--- src/rtl/cfgstat_pkg.sv ---
package cfgstat_pkg;

  localparam int REG_W    = 16;
  localparam int LANE_W   = 8;
  localparam int LANES    = REG_W / LANE_W;
  localparam int STICKY_N = 6;

  // sticky slot index -> bit position in the register
  localparam int SLOT_DATAPAR  = 0;
  localparam int SLOT_TABTSIG  = 1;
  localparam int SLOT_TABTRCV  = 2;
  localparam int SLOT_MABT     = 3;
  localparam int SLOT_SYSERR   = 4;
  localparam int SLOT_PARDET   = 5;

  localparam int POS_DEVSEL_LO = 9;
  localparam int POS_FASTB2B   = 7;
  localparam int POS_NEWCAP    = 4;
  localparam logic [1:0] DEVSEL_MEDIUM = 2'b01;

  typedef struct packed {
    logic [STICKY_N-1:0] setReq;
    logic [STICKY_N-1:0] clrReq;
  } stsStrobe_t;

  function automatic int stickyPos(input int slot);
    case (slot)
      SLOT_DATAPAR: return 8;
      SLOT_TABTSIG: return 11;
      SLOT_TABTRCV: return 12;
      SLOT_MABT:    return 13;
      SLOT_SYSERR:  return 14;
      default:      return 15;
    endcase
  endfunction

endpackage

--- src/rtl/cfgstat_ctrl.sv ---
module cfgstat_ctrl
  import cfgstat_pkg::*;
(
  input  logic              evParityDet,
  input  logic              evSysErr,
  input  logic              evMasterAbort,
  input  logic              evTargetAbortRcvd,
  input  logic              evTargetAbortSig,
  input  logic              perrActive,
  input  logic              busMaster,
  input  logic              parityRespEn,
  input  logic              wrEn,
  input  logic [LANES-1:0]  wrByteEn,
  input  logic [REG_W-1:0]  wrData,
  output stsStrobe_t        strobes
);

  logic [STICKY_N-1:0] eventVec;
  logic                unusedWrBits;

  // data-parity qualifies on all three conditions; parity-detect has no enable
  always_comb begin
    eventVec               = '0;
    eventVec[SLOT_DATAPAR] = perrActive & busMaster & parityRespEn;
    eventVec[SLOT_TABTSIG] = evTargetAbortSig;
    eventVec[SLOT_TABTRCV] = evTargetAbortRcvd;
    eventVec[SLOT_MABT]    = evMasterAbort;
    eventVec[SLOT_SYSERR]  = evSysErr;
    eventVec[SLOT_PARDET]  = evParityDet;
  end

  assign strobes.setReq = eventVec;

  generate
    for (genvar s = 0; s < STICKY_N; s++) begin : g_clr
      localparam int BIT_POS  = stickyPos(s);
      localparam int LANE_IDX = BIT_POS / LANE_W;
      assign strobes.clrReq[s] = wrEn & wrByteEn[LANE_IDX] & wrData[BIT_POS];
    end
  endgenerate

  // only the sticky positions of the write data matter
  assign unusedWrBits = ^wrData;

endmodule

--- src/rtl/cfgstat_dp.sv ---
module cfgstat_dp
  import cfgstat_pkg::*;
(
  input  logic              clk,
  input  logic              rst,
  input  stsStrobe_t        strobes,
  input  logic              strapFastB2B,
  input  logic              strapPmEnable,
  output logic [REG_W-1:0]  readValue
);

  logic [STICKY_N-1:0] stickyQ;

  generate
    for (genvar s = 0; s < STICKY_N; s++) begin : g_sticky
      always_ff @(posedge clk) begin
        if (rst)                     stickyQ[s] <= 1'b0;
        else if (strobes.setReq[s])  stickyQ[s] <= 1'b1;   // set beats clear
        else if (strobes.clrReq[s])  stickyQ[s] <= 1'b0;
      end
    end
  endgenerate

  always_comb begin
    readValue = '0;
    for (int s = 0; s < STICKY_N; s++) begin
      readValue[stickyPos(s)] = stickyQ[s];
    end
    readValue[POS_DEVSEL_LO +: 2] = DEVSEL_MEDIUM;
    readValue[POS_FASTB2B]        = strapFastB2B;
    readValue[POS_NEWCAP]         = strapPmEnable;
  end

endmodule

--- src/rtl/cfgstat_reg.sv ---
module cfgstat_reg
  import cfgstat_pkg::*;
(
  input  logic              clk,
  input  logic              rst,
  input  logic              evParityDet,
  input  logic              evSysErr,
  input  logic              evMasterAbort,
  input  logic              evTargetAbortRcvd,
  input  logic              evTargetAbortSig,
  input  logic              perrActive,
  input  logic              busMaster,
  input  logic              parityRespEn,
  input  logic              strapFastB2B,
  input  logic              strapPmEnable,
  input  logic              wrEn,
  input  logic [1:0]        wrByteEn,
  input  logic [15:0]       wrData,
  output logic [15:0]       statusOut
);

  stsStrobe_t strobes;

  cfgstat_ctrl u_ctrl (
    .evParityDet       (evParityDet),
    .evSysErr          (evSysErr),
    .evMasterAbort     (evMasterAbort),
    .evTargetAbortRcvd (evTargetAbortRcvd),
    .evTargetAbortSig  (evTargetAbortSig),
    .perrActive        (perrActive),
    .busMaster         (busMaster),
    .parityRespEn      (parityRespEn),
    .wrEn              (wrEn),
    .wrByteEn          (wrByteEn),
    .wrData            (wrData),
    .strobes           (strobes)
  );

  cfgstat_dp u_dp (
    .clk           (clk),
    .rst           (rst),
    .strobes       (strobes),
    .strapFastB2B  (strapFastB2B),
    .strapPmEnable (strapPmEnable),
    .readValue     (statusOut)
  );

endmodule

--- config.mk ---
export PLATFORM = sky130hd
export DESIGN_NAME = cfgstat_reg
export DESIGN_NICKNAME = d
export VERILOG_FILES = /design/src/rtl/cfgstat_pkg.sv /design/src/rtl/cfgstat_ctrl.sv /design/src/rtl/cfgstat_dp.sv /design/src/rtl/cfgstat_reg.sv
export SDC_FILE = /design/constraint.sdc
export NUM_CORES = 1
export LEC_CHECK = 0
export ABC_AREA = 1
export CAP_MARGIN = 5
export CORE_MARGIN = 2
export CORE_UTILIZATION = 21
export CTS_CLUSTER_SIZE = 30
export DETAILED_ROUTE_END_ITERATION = 7
export PLACE_DENSITY_LB_ADDON = 0.05
export RECOVER_POWER = 100
export SLEW_MARGIN = 20
export SYNTH_ARGS = -nofsm -noshare
export SYNTH_HDL_FRONTEND = slang
export SYNTH_SLANG_ARGS = --single-unit
--- constraint.sdc ---
create_clock -name clk -period 0.8 [get_ports clk]
set_input_delay 0.08 -clock clk [delete_from_list [all_inputs] [get_ports clk]]
set_output_delay 0.08 -clock clk [all_outputs]
set_load 0.02 [all_outputs]
Word-level counts from Yosys, hierarchy flattened
Cells that the tools add are included.

Bitwise logic cells: 9. Reduce and logical (&&, ||, !) cells: 6. Muxes and demuxes: 12.

Operators with widths (number): two-way mux 1 bit (12); nonzero test 2 bit (6); AND 1 bit (9).

Input port bits: 31. Output and inout bits: 16. Word-level logic and storage cells: 33. Register bits: 6.

Logic depth before layout (Yosys ltp)
Depth after elaboration: 4. Mapped depth: 3.

Modules after synthesis
From an unflattened synthesis, not the netlist that was laid out.

Cells, all modules: 63. Area total of the unflattened synthesis: 400.4 um^2.

By module, submodules not included: cfgstat_dp (cells an instance 42, instances 1, sequential area each 120.1 um^2, area each 300.3 um^2); cfgstat_ctrl (cells an instance 21, instances 1, sequential area each 0.0 um^2, area each 100.1 um^2).

Worst setup path before layout
No wires, ideal clock.

Path type: register to register. From: register u_dp.readValue[8] (netlist name). To: register u_dp.stickyQ[0], in the netlist u_dp.readValue[8]. Path buffers: 0. Cell stages (with the launch flop): 3. Setup slack: 0.141 ns. Data required time: 0.730 ns. Period minus slack after synthesis: 0.659 ns. Arrival time: 0.589 ns. Path through: dfxtp_1 -> nand2_1 -> a21oi_1.

RTL lines: end signal: indexed assignment (RTL line cfgstat_dp.sv:17) `if (rst) stickyQ[s] <= 1'b0;`; end signal: indexed assignment (RTL line cfgstat_dp.sv:18) `else if (strobes.setReq[s]) stickyQ[s] <= 1'b1;`; end signal: indexed assignment (RTL line cfgstat_dp.sv:19) `else if (strobes.clrReq[s]) stickyQ[s] <= 1'b0;`; end: declaration (RTL line cfgstat_dp.sv:12) `logic [STICKY_N-1:0] stickyQ;`.

Final worst setup path
From: register u_dp.stickyQ[4], in the netlist u_dp.readValue[14]. To: output statusOut[14].

RTL lines: end: declaration (RTL line cfgstat_reg.sv:19) `output logic [15:0] statusOut`.

No word-level cell between the ends.

==> flow_metrics.py <==
metrics = {
    "run_status": {
        "run_status": "finished clean",
    },
    "global_route": {
        "grt_pass1_wl_um": 1340,
        "grt_pass1_vias": 316,
        "antenna_found_initial": 0,
        "grt_max_degree": 7,
        "grt_use_total_pct": 10.9,
        "grt-ovfl-total": 0,
    },
    "hold_path": {
        "min_path_type": "primary input to primary output",
        "holdPathStages": 0,
        "holdPathEnd": "statusOut[4]",
        "min_from": "strapPmEnable",
    },
    "die": {
        "io_pins": 47,
        "core-area_um2": 1330,
        "dieHeight_um": 42.4,
        "die_w_um": 42.4,
        "num_rows": 13,
        "initial_utilization_pct": 23.2,
        "dieArea_um2": 1790,
    },
    "final_layout": {
        "final_cell_mix": "14 x clkdlybuf4s50_1, 8 x conb_1, 7 x nand3_1",
        "nNetsFinal": 98,
        "largest_register_ffs": 6,
        "layout.cells.non_filler": 80,
        "final_common_cell": "clkdlybuf4s50_1",
        "final_area_um2": 556,
        "drive_gt1_share_pct": 24.6,
        "antenna_cells": 0,
        "areaGrowthSynthToFinish_pct": 79.8,
        "utilization_pct": 41.7,
    },
    "cts": {
        "cts_max_level": 1,
        "post_cts_buffers": 0,
        "insertion_delay_ps": 240,
        "cts_buffers": 3,
        "path_clk_slew_ps": 50,
        "cts_tree": "built",
        "cts.sinks": 6,
        "clockBufferDepth": 2,
        "cts_root_buf": "clkbuf_4",
    },
    "worst_setup_path": {
        "cp.buffers_inverters": 1,
        "crit_type": "flip-flop to primary output",
        "slowest_delay_ps": 330,
        "start_kind": "flip-flop",
        "path_max_fanout": 2,
        "reg2reg_from": "u_dp.readValue[11]",
        "path_cells": "buf_6",
        "arrival_ps": 690,
        "cp_top_family": "flip-flops",
        "worstPathRequired_ps": 720,
        "rr_endpoint": "u_dp.readValue[11]",
        "crit_slowest_cell": "dfxtp_2",
        "endpoint_kind": "primary output",
        "r2r_cells": 3,
        "r2r_slack_ps": 130,
    },
    "timing": {
        "finalSetupViolCount": 0,
        "skew_ps": 0,
        "rsz0062_at_grt": "true",
        "tns_ps": 0,
        "fmax_mhz": 1300,
        "layout_min_cycle_time_ps": 772,
        "fin_crit_sh_pct": 96.5,
        "hold_viol": 0,
        "slew_violations": 0,
    },
    "routing": {
        "wl_per_cell_um": 10.0,
        "wl_um": 800,
        "dr.pass1.iters": 1,
        "num_vias": 329,
        "route.detailed.drc": 0,
        "drt-initial-drc-count": 0,
        "avgViaCountPerCell": 4.11,
        "antenna_left": 0,
    },
    "synthesis": {
        "syn-mean-instance-area_um2": 7.36,
        "synth_top_family_by_area": "buffers and inverters",
        "synth-simple-area-share_pct": 18.6,
        "yosysUniqueCellTypes": 7,
        "synth_cells": 42,
        "ys_seq_area_share_pct": 38.9,
        "synth-compound-area-share_pct": 9.72,
        "syn_area_um2": 309,
        "synthMuxAreaShare_pct": 0,
        "yosys.area_share.adder_pct": 0,
        "yosysWarnings": 0,
        "ys_ff_latch": 6,
        "synth_xor_area_share_pct": 0,
    },
    "job": {
        "drv_cap": 0,
    },
    "place": {
        "dp_hpwl_um": 645,
        "portBuffers": 23,
        "place_inst": 77,
        "gp_congestion": 0.719,
        "dpl_cell_area_um2": 513,
    },
    "pwr": {
        "leakage_nw": 0.274,
        "vdd_ir_drop_max_v": 0.00106,
        "powerDensity_nw_per_um2": 1550,
    },
}
[layer usage]
layer,GRT usage [%],routed length (um)
met1,9.30,277
met2,18.2,424
met3,8.19,89
met4,6.25,8
met5,0,0
[final cells by class]
class / instances / area (um^2)
Clock buffer: 3 / 22.5
Fill cell: 140 / 778
Tap cell: 15 / 18.8
Inverter: 5 / 18.8
Multi-Input combinational cell: 27 / 118
Timing Repair Buffer: 24 / 250
Sequential cell: 6 / 128
[power breakdown]
group / switching, mW / total (mW) / internal (mW)
sequential: 0.0144 / 0.339 / 0.325
clock: 0.119 / 0.289 / 0.170
combinational: 0.105 / 0.232 / 0.127
total: 0.238 / 0.861 / 0.623
[through the flow]
step	hold slack, ps	worst slack, ps	power, mW
2_1_floorplan	149	141	0.468
5_1_grt	160	-22.7	0.941
4_1_cts	160	0.300	0.887
3_3_place_gp	160	-260	0.568
6_report	160	28.2	0.861
3_5_place_dp	160	-240	0.568
[logic make-up after synthesis]
group | count (synthesis)
buffers and inverters | 15
AND/OR/NAND/NOR | 13
AO/OA/AOI/OAI | 6
flip-flops | 6
other | 2
[repair_timing]
| item | in CTS | in global routing |
|---|---|---|
| hold buffers | 0 | 0 |
| cloned | 0 | 0 |
| pin swaps | 0 | 0 |
| resized for setup | 41 | 3 |
| endpoints found under the setup margin | 6 | 12 |
[synthesized netlist by cell type]
cell     number  share of area [%]
a21oi_1       6                9.7
nand3_1       7                 11
inv_1         5                6.1
dfxtp_1       6                 39
nand2_1       6                7.3
conb_1        2                2.4
buf_4        10                 24
[worst max path at each step]
stage                        from            endpoint  slack [ps]  cells after the start
2_1_floorplan   u_dp.readValue[8]   u_dp.readValue[8]         140                      2
3_3_place_gp                 wrEn  u_dp.readValue[13]        -260                      4
3_5_place_dp                 wrEn  u_dp.readValue[11]        -240                      4
4_1_cts        u_dp.readValue[11]       statusOut[11]         0.3                      1
5_1_grt        u_dp.readValue[11]       statusOut[11]         -20                      1
6_report       u_dp.readValue[14]       statusOut[14]          30                      1
Note: power is estimated with default switching activity, not from simulation.
